<file path="config.mk">
export PLATFORM = sky130hd
export DESIGN_NAME = ecc_syndrome_corrector
export DESIGN_NICKNAME = d
export VERILOG_FILES = /design/src/rtl/ecc_syn_pkg.sv /design/src/rtl/ecc_code_unpack.sv /design/src/rtl/ecc_syndrome_classify.sv /design/src/rtl/ecc_syndrome_corrector.sv
export SDC_FILE = /design/constraint.sdc
export NUM_CORES = 1
export LEC_CHECK = 0
export BUFFER_PORTS_ARGS = -buffer_cell sky130_fd_sc_hd__buf_2
export CAP_MARGIN = 40
export CORE_MARGIN = 10
export CORE_UTILIZATION = 30
export CTS_CLUSTER_DIAMETER = 60
export DETAILED_ROUTE_END_ITERATION = 8
export SYNTH_ARGS = -nofsm -noshare
export SYNTH_HDL_FRONTEND = slang
export SYNTH_SLANG_ARGS = --single-unit
</file>
<file path="constraint.sdc">
create_clock -name clk_i -period 2 [get_ports clk_i]
set_input_delay 0.1 -clock clk_i [delete_from_list [all_inputs] [get_ports clk_i]]
set_output_delay 0.1 -clock clk_i [all_outputs]
set_load 0.02 [all_outputs]
</file>
<file path="src/rtl/ecc_syn_pkg.sv">
package ecc_syn_pkg;
  typedef enum logic [1:0] {
    ST_CLEAN  = 2'd0,
    ST_DATA   = 2'd1,
    ST_CODE   = 2'd2,
    ST_UNCORR = 2'd3
  } ecc_status_e;
endpackage

</file>
<file path="src/rtl/ecc_code_unpack.sv">
module ecc_code_unpack #(
  parameter int HALF_W = 12,
  parameter bit INVERT = 1'b0
) (
  input  logic [2*HALF_W-1:0] code_i,
  output logic [HALF_W-1:0]   lo_o,
  output logic [HALF_W-1:0]   hi_o
);
  logic [2*HALF_W-1:0] code_n;

  generate
    if (INVERT) begin : g_inv
      assign code_n = ~code_i;
    end else begin : g_pass
      assign code_n = code_i;
    end
  endgenerate

  // byte0 + low nibble of byte1 | high nibble of byte1 + byte2
  assign lo_o = code_n[HALF_W-1:0];
  assign hi_o = code_n[2*HALF_W-1:HALF_W];
endmodule

</file>
<file path="src/rtl/ecc_syndrome_classify.sv">
module ecc_syndrome_classify
  import ecc_syn_pkg::*;
#(
  parameter int HALF_W     = 12,
  parameter int BIT_OFF_W  = 3,
  localparam int BYTE_OFF_W = HALF_W - BIT_OFF_W,
  localparam int MASK_W     = 1 << BIT_OFF_W
) (
  input  logic [HALF_W-1:0]     odd_i,
  input  logic [HALF_W-1:0]     even_i,
  input  logic                  failed_i,
  output ecc_status_e           status_o,
  output logic [BYTE_OFF_W-1:0] byte_off_o,
  output logic [BIT_OFF_W-1:0]  bit_off_o,
  output logic [MASK_W-1:0]     mask_o,
  output logic                  nflips_o
);
  logic [HALF_W-1:0] both;
  logic              is_clean, is_data, is_code;

  assign both     = odd_i | even_i;
  assign is_clean = (both == '0);
  assign is_data  = (odd_i == ~even_i);
  assign is_code  = ($countones(both) == 1);

  always_comb begin
    status_o   = ST_UNCORR;
    byte_off_o = '0;
    bit_off_o  = '0;
    mask_o     = '0;
    nflips_o   = 1'b0;
    if (failed_i) begin
      status_o = ST_UNCORR;
    end else if (is_clean) begin
      status_o = ST_CLEAN;
    end else if (is_data) begin
      status_o   = ST_DATA;
      byte_off_o = odd_i[HALF_W-1:BIT_OFF_W];
      bit_off_o  = odd_i[BIT_OFF_W-1:0];
      mask_o     = MASK_W'(1) << odd_i[BIT_OFF_W-1:0];
      nflips_o   = 1'b1;
    end else if (is_code) begin
      status_o = ST_CODE;
    end
  end
endmodule

</file>
<file path="src/rtl/ecc_syndrome_corrector.sv">
module ecc_syndrome_corrector
  import ecc_syn_pkg::*;
#(
  parameter int HALF_W    = 12,
  parameter int BIT_OFF_W = 3,
  parameter int WORD_W    = 32,
  parameter int VALID_BIT = 30,
  parameter int FAIL_BIT  = 28,
  localparam int CODE_W     = 2 * HALF_W,
  localparam int BYTE_OFF_W = HALF_W - BIT_OFF_W,
  localparam int MASK_W     = 1 << BIT_OFF_W
) (
  input  logic                  clk_i,
  input  logic                  rst_ni,
  input  logic                  start_i,
  input  logic [CODE_W-1:0]     stored_code_i,
  input  logic [WORD_W-1:0]     engine_word_i,
  output logic                  done_o,
  output logic [1:0]            status_o,
  output logic [BYTE_OFF_W-1:0] byte_off_o,
  output logic [BIT_OFF_W-1:0]  bit_off_o,
  output logic [MASK_W-1:0]     flip_mask_o,
  output logic                  nflips_o
);
  logic [HALF_W-1:0] st_lo, st_hi, cp_lo, cp_hi;
  logic [HALF_W-1:0] syn_odd, syn_even;
  ecc_status_e       c_status;
  logic [BYTE_OFF_W-1:0] c_byte;
  logic [BIT_OFF_W-1:0]  c_bit;
  logic [MASK_W-1:0]     c_mask;
  logic                  c_nflips;
  logic                  accept;

  ecc_code_unpack #(.HALF_W(HALF_W), .INVERT(1'b0)) u_stored (
    .code_i(stored_code_i), .lo_o(st_lo), .hi_o(st_hi)
  );

  ecc_code_unpack #(.HALF_W(HALF_W), .INVERT(1'b1)) u_calc (
    .code_i(engine_word_i[CODE_W-1:0]), .lo_o(cp_lo), .hi_o(cp_hi)
  );

  assign syn_odd  = st_lo ^ cp_lo;
  assign syn_even = st_hi ^ cp_hi;

  ecc_syndrome_classify #(.HALF_W(HALF_W), .BIT_OFF_W(BIT_OFF_W)) u_cls (
    .odd_i(syn_odd), .even_i(syn_even), .failed_i(engine_word_i[FAIL_BIT]),
    .status_o(c_status), .byte_off_o(c_byte), .bit_off_o(c_bit),
    .mask_o(c_mask), .nflips_o(c_nflips)
  );

  assign accept = start_i && engine_word_i[VALID_BIT];

  always_ff @(posedge clk_i or negedge rst_ni) begin
    if (!rst_ni) begin
      done_o      <= 1'b0;
      status_o    <= ST_CLEAN;
      byte_off_o  <= '0;
      bit_off_o   <= '0;
      flip_mask_o <= '0;
      nflips_o    <= 1'b0;
    end else begin
      done_o <= accept;
      if (accept) begin
        status_o    <= c_status;
        byte_off_o  <= c_byte;
        bit_off_o   <= c_bit;
        flip_mask_o <= c_mask;
        nflips_o    <= c_nflips;
      end
    end
  end

  a_r2_done_after_start: assert property (@(posedge clk_i) disable iff (!rst_ni)
    accept |=> done_o);
  a_r9_no_done_if_invalid: assert property (@(posedge clk_i) disable iff (!rst_ni)
    !(start_i && engine_word_i[VALID_BIT]) |=> !done_o);
  a_r11_hold_without_start: assert property (@(posedge clk_i) disable iff (!rst_ni)
    !(start_i && engine_word_i[VALID_BIT]) |=>
      ($stable(status_o) && $stable(byte_off_o) && $stable(flip_mask_o) && $stable(nflips_o)));
  a_r8_failed_uncorr: assert property (@(posedge clk_i) disable iff (!rst_ni)
    (start_i && engine_word_i[VALID_BIT] && engine_word_i[FAIL_BIT]) |=> status_o == 2'd3);
  a_r10_mask_onehot: assert property (@(posedge clk_i) disable iff (!rst_ni)
    (done_o && status_o == 2'd1) |-> ($countones(flip_mask_o) == 1 && nflips_o));
  a_r10_mask_zero: assert property (@(posedge clk_i) disable iff (!rst_ni)
    (status_o != 2'd1) |-> (flip_mask_o == '0 && !nflips_o && byte_off_o == '0));
endmodule

</file>
# [Word-level counts from Yosys, hierarchy flattened]
# Cells that the tools add are included.
[word_totals] reg_bits=24 input_bits=59 out_inout_bits=24 wordCells=43
[classes] n_addsub=11 eq_ne=2 shift=1 n_mux=16 bitwise_logic=5 reduce_logical=2
[op_table] op="$add A32 B32 Y32" count=5
[op_table] op="$eq A32 B2 Y1 const B" count=1
[op_table] op="$mux W9" count=3
[op_table] op="$mux W8" count=3
[op_table] op="$not A24 Y24" count=1
[op_table] op="$xor A12 B12 Y12" count=2
[op_table] op="$add A1 B1 Y2" count=6
[op_table] op="$eq A12 B12 Y1" count=1
[op_table] op="$logic_not A12 Y1" count=1
[op_table] op="$not A12 Y12" count=1
[op_table] op="$or A12 B12 Y12" count=1
[op_table] op="$mux W3" count=3
[op_table] op="$shl A1 B3 Y8 const A" count=1
[op_table] op="$mux W2" count=3
[op_table] op="$mux W1" count=4
[op_table] op="$logic_and A1 B1 Y1" count=1

# [Logic depth before layout (Yosys ltp)]
[depth] depth_word=12 ltp_mapped=15 ltp_nobuf=15

# [Cells and area by module]
# A second synthesis with hierarchy kept.
[hier_totals] cells_unflattened=220 area_unflattened_um2=2190.9
[modules_own_cells] module="ecc_syndrome_corrector" n_inst=1 cells_per_inst=75 area_per_inst_um2=1173.6 seq_area_each_um2=600.6
[modules_own_cells] module="ecc_syndrome_classify" n_inst=1 cells_per_inst=97 area_per_inst_um2=747.0 seq_area_each_um2=0.0
[modules_own_cells] module="ecc_code_unpack at u_stored" n_inst=1 cells_per_inst=24 area_per_inst_um2=180.2 seq_area_each_um2=0.0
[modules_own_cells] module="ecc_code_unpack at u_calc" n_inst=1 cells_per_inst=24 area_per_inst_um2=90.1 seq_area_each_um2=0.0

# [Worst setup path before layout]
# OpenSTA, ideal clock, no wires.
[synth_path] path_kind="input-to-reg" startpoint="in stored_code_i[4]" endpoint="reg status_o[0]" setup_ps=123 arrival_ps=3580 t_required_ps=1877 setup_slack_ps=-1702 stages=14 path_buffers=0 cell_sequence="xnor2_1 > inv_1 > ha_1 > ha_1 > inv_1 > fa_1 > fa_1 > inv_1 > fa_1 > ha_1 > fa_1 > nor4b_1 > o211ai_1 > o221a_2"
[synth_via] elab_chain_cells=11 word_cells_on_any_way=13 cone_classes="add/sub (4); eq/ne (2); mux (4); bitwise (2); reduce/logical (1)"
[synth_lines] element="start: declaration" line="ecc_syndrome_corrector.sv:16" rtl="input logic [CODE_W-1:0] stored_code_i,"
[synth_lines] element="$xor A12 B12 Y12 *" line="ecc_syndrome_corrector.sv:42" rtl="assign syn_odd = st_lo ^ cp_lo;"
[synth_lines] element="$or A12 B12 Y12" line="ecc_syndrome_classify.sv:21" rtl="assign both = odd_i | even_i;"
[synth_lines] element="$add A1 B1 Y2 (not written as such)" line="ecc_syndrome_classify.sv:24" rtl="assign is_code = ($countones(both) == 1);"
[synth_lines] element="$add A32 B32 Y32 (not written as such) (3 in series)" line="ecc_syndrome_classify.sv:24"
[synth_lines] element="$eq A32 B2 Y1" line="ecc_syndrome_classify.sv:24"
[synth_lines] element="$mux W1" line="ecc_syndrome_classify.sv:42" rtl="end else if (is_code) begin"
[synth_lines] element="$mux W2" line="ecc_syndrome_classify.sv:36" rtl="end else if (is_data) begin"
[synth_lines] element="$mux W2 *" line="ecc_syndrome_classify.sv:34" rtl="end else if (is_clean) begin"
[synth_lines] element="$mux W2 *" line="ecc_syndrome_classify.sv:32" rtl="if (failed_i) begin"
[synth_lines] element="end signal: assignment" line="ecc_syndrome_corrector.sv:64" rtl="status_o <= c_status;"
[synth_lines] element="end: declaration" line="ecc_syndrome_corrector.sv:19" rtl="output logic [1:0] status_o,"
# Mark *: on every way between the ends. The rest lies on a longest branch, timed or not.
# A chain may end at the register's enable or synchronous reset.

# [Final worst setup path]
[layout_path] startpoint="in stored_code_i[7]" endpoint="reg status_o[0]"
# Same word-level chain as after synthesis.

==> impl_metrics.env <==
export IMPL_mappedNetlistArea_um2=1830
export IMPL_dp_slack_ns=-1.90
export IMPL_worst_slew_pin_slew_ns=0.543
export IMPL_area_sequential_um2=601
export IMPL_irDropWorstVdd_uv=291
export IMPL_io_buffers=76
export IMPL_layout_commonest_cell="buf_2"
export IMPL_multi_input_area_um2=1200
export IMPL_whs_path_depth=3
export IMPL_power_density_nw_per_um2=702
export IMPL_critPathLaunchType="input port"
export IMPL_ys_seq_elements=24
export IMPL_critPathKind="in2reg"
export IMPL_drive_above_1_share_pct=45.0
export IMPL_p_total_mw=1.84
export IMPL_crit_required_ns=2.16
export IMPL_avgSynthCellArea_um2=10.6
export IMPL_finalSetupViolations=1
export IMPL_hp_class="in2reg"
export IMPL_syn_to_final_growth_pct=43.3
export IMPL_ys_seq_area_share_pct=32.9
export IMPL_grt_setup_unrepaired="true"
export IMPL_cts_buffers=3
export IMPL_cp_arrival_ns=3.64
export IMPL_cap_violations=0
export IMPL_die_w_um=98.0
export IMPL_period_share_pct=174
export IMPL_root_buffer="clkbuf_8"
export IMPL_htree_levels=1
export IMPL_p_leak_nw=1.43
export IMPL_dieArea_um2=9610
export IMPL_grt_max_degree=25
export IMPL_initial_core_util_pct=30.9
export IMPL_r2r_slack_ns=1.22
export IMPL_synthesis_nets=267
export IMPL_vias_per_cell=4.30
export IMPL_io_pins=83
export IMPL_remaining_drc_errors=0
export IMPL_status="finished, violations left"
export IMPL_timing_hold_ws_ns=0.153
export IMPL_ant_nets=0
export IMPL_drt_iter0_markers=14
export IMPL_cts_reportedPaths_clkPinSlew_ns=0.09
export IMPL_skew_ns=0
export IMPL_setup_tns_ns=-1.48
export IMPL_r2r_end="status_o[0]"
export IMPL_gp_congestion=0.794
export IMPL_grt_pass1_wl_um=7630
export IMPL_floorplan_rows=28
export IMPL_drv_slew=0
export IMPL_antenna_found_initial=0
export IMPL_mostFrequentLayoutCells="73 x buf_2, 34 x inv_1, 24 x dfrtp_1"
export IMPL_min_from="stored_code_i[6]"
export IMPL_end_kind="register"
export IMPL_firstDrtPassIters=4
export IMPL_worstPathMaxFanout=2
export IMPL_setup_slack_ns=-1.48
export IMPL_wl_per_cell_um=13.4
export IMPL_nFillCells=558
export IMPL_final_hold_viol_count=0
export IMPL_insertion_delay_ns=0.26
export IMPL_ys_warn_count=0
export IMPL_timing_rr_start="status_o[0]"
export IMPL_core_area_um2=5920
export IMPL_nNetsFinal=357
export IMPL_wl_um=4510
export IMPL_globalRouteOverflowTotal=0
export IMPL_min_to="byte_off_o[3]"
export IMPL_grtUsageTotal_pct=9.32
export IMPL_cts_sinks=24
export IMPL_postCtsSetupRepairBufs=0
export IMPL_max_freq_mhz=287
export IMPL_tritoncts="yes"
export IMPL_num_vias=1449
export IMPL_max_slew_margin_pct=63.8
export IMPL_violations="negative setup slack"
export IMPL_min_period_ns=3.48
export IMPL_grt_pass1_vias=1696
export IMPL_antenna_cells_inserted=0
export IMPL_placed_cell_area_um2=2460
export IMPL_dpl_hpwl_um=3920
export IMPL_fp_dieH_um=98.0
export IMPL_yosysUniqueCellTypes=26
export IMPL_r2r_cells=1
export IMPL_design_area_um2=2620
export IMPL_clock_path_buffers=2
export IMPL_synthCells=173
==> worst max-delay path, stage by stage <==
cell      delay, ns
buf_2          0.13
xnor2_4        0.13
inv_1          0.06
ha_2           0.20
ha_4           0.26
inv_2          0.03
fa_1           0.50
fa_1           0.50
inv_1          0.05
fa_1           0.48
ha_2           0.19
fa_1           0.42
nor4b_2        0.22
o211ai_1       0.12
o221a_2        0.24
==> final cells by class <==
class,instances,share of cell area [%]
well taps,75,3.59
flip-flops and latches,24,22.9
repair buffers,89,19.6
inverters,38,5.45
clock inverters,1,1.15
clock buffers,3,1.58
multi-input cells,107,45.7
==> cell families after synthesis <==
logic type / count (synthesis) / share of synthesized area [%]
AND/OR/NAND/NOR: 22 / 6.44
XOR/XNOR: 24 / 12.3
adder cells (fa/ha/maj): 35 / 26.8
flip-flops: 24 / 32.9
buffers and inverters: 42 / 9.25
AO/OA/AOI/OAI: 26 / 12.3
==> how the worst max path moves through the flow <==
stage | startpoint | endpoint | slack, ns | depth (start not counted)
after global routing | stored_code_i[5] | status_o[0] | -1.60 | 15
final | stored_code_i[7] | status_o[0] | -1.48 | 15
after global placement | stored_code_i[4] | status_o[0] | -1.79 | 15
after floorplan | stored_code_i[4] | status_o[0] | -1.57 | 14
after CTS | engine_word_i[7] | status_o[0] | -1.49 | 15
after detailed placement | stored_code_i[5] | status_o[0] | -1.90 | 15
==> flip-flops by register name, summed over array words and instances (netlist names) <==
| name | count |
|---|---|
| status_o | 2 |
| done_o | 1 |
| nflips_o | 1 |
| flip_mask_o | 8 |
| byte_off_o | 9 |
| bit_off_o | 3 |
==> power by group <==
| group | total (mW) | internal [mW] | leakage [nW] | switching (mW) |
|---|---|---|---|---|
| registers | 0.500 | 0.494 | 0.324 | 0.00534 |
| clock network | 0.428 | 0.268 | 0.0357 | 0.161 |
| logic | 0.909 | 0.449 | 1.07 | 0.461 |
| total | 1.84 | 1.21 | 1.43 | 0.627 |
==> what timing repair did <==
action,4_1_cts,5_1_grt
hold buffers,1,0
setup endpoints to repair,1,1
resized for setup,9,4
hold endpoints to repair,24,0
pin swaps,5,2
==> per-layer routing <==
layer / vias to the layer above / track usage, % / share of wire, %
met1: 645 / 11.4 / 44
li1: 747 / - / -
met2: 55 / 15.0 / 46
met4: 0 / 1.57 / 0.38
met3: 2 / 4.16 / 9.6
met5: - / 0 / 0
==> Yosys cell counts (all sizes together) <==
| cell | count | area share (%) |
|---|---|---|
| xor2 | 12 | 5.8 |
| and3b | 1 | 0.55 |
| o211ai | 1 | 0.41 |
| clkbuf | 2 | 0.41 |
| a21o | 1 | 0.41 |
| nor2 | 7 | 1.4 |
| dfrtp | 24 | 33 |
| ha | 28 | 19 |
| nand2 | 3 | 0.62 |
| nor3 | 5 | 1.6 |
| o21a | 1 | 0.41 |
| nand4 | 4 | 1.4 |
| nor4b | 1 | 0.48 |
| a22o | 16 | 7.7 |
| o21ai | 1 | 0.27 |
| o221a | 1 | 0.62 |
| inv | 38 | 7.8 |
| buf | 2 | 1.0 |
| a21oi | 1 | 0.27 |
| fa | 7 | 7.7 |
| xnor2 | 12 | 6.6 |
| a32o | 4 | 2.2 |
| and3 | 1 | 0.34 |
==> per-stage QoR <==
stage	util [%]	cells
2_1_floorplan	-	173
3_3_place_gp	41.6	332
3_5_place_dp	41.6	332
4_1_cts	43.8	337
5_1_grt	44.2	337
6_report	44.2	337
(Power assumes the default switching activity.)
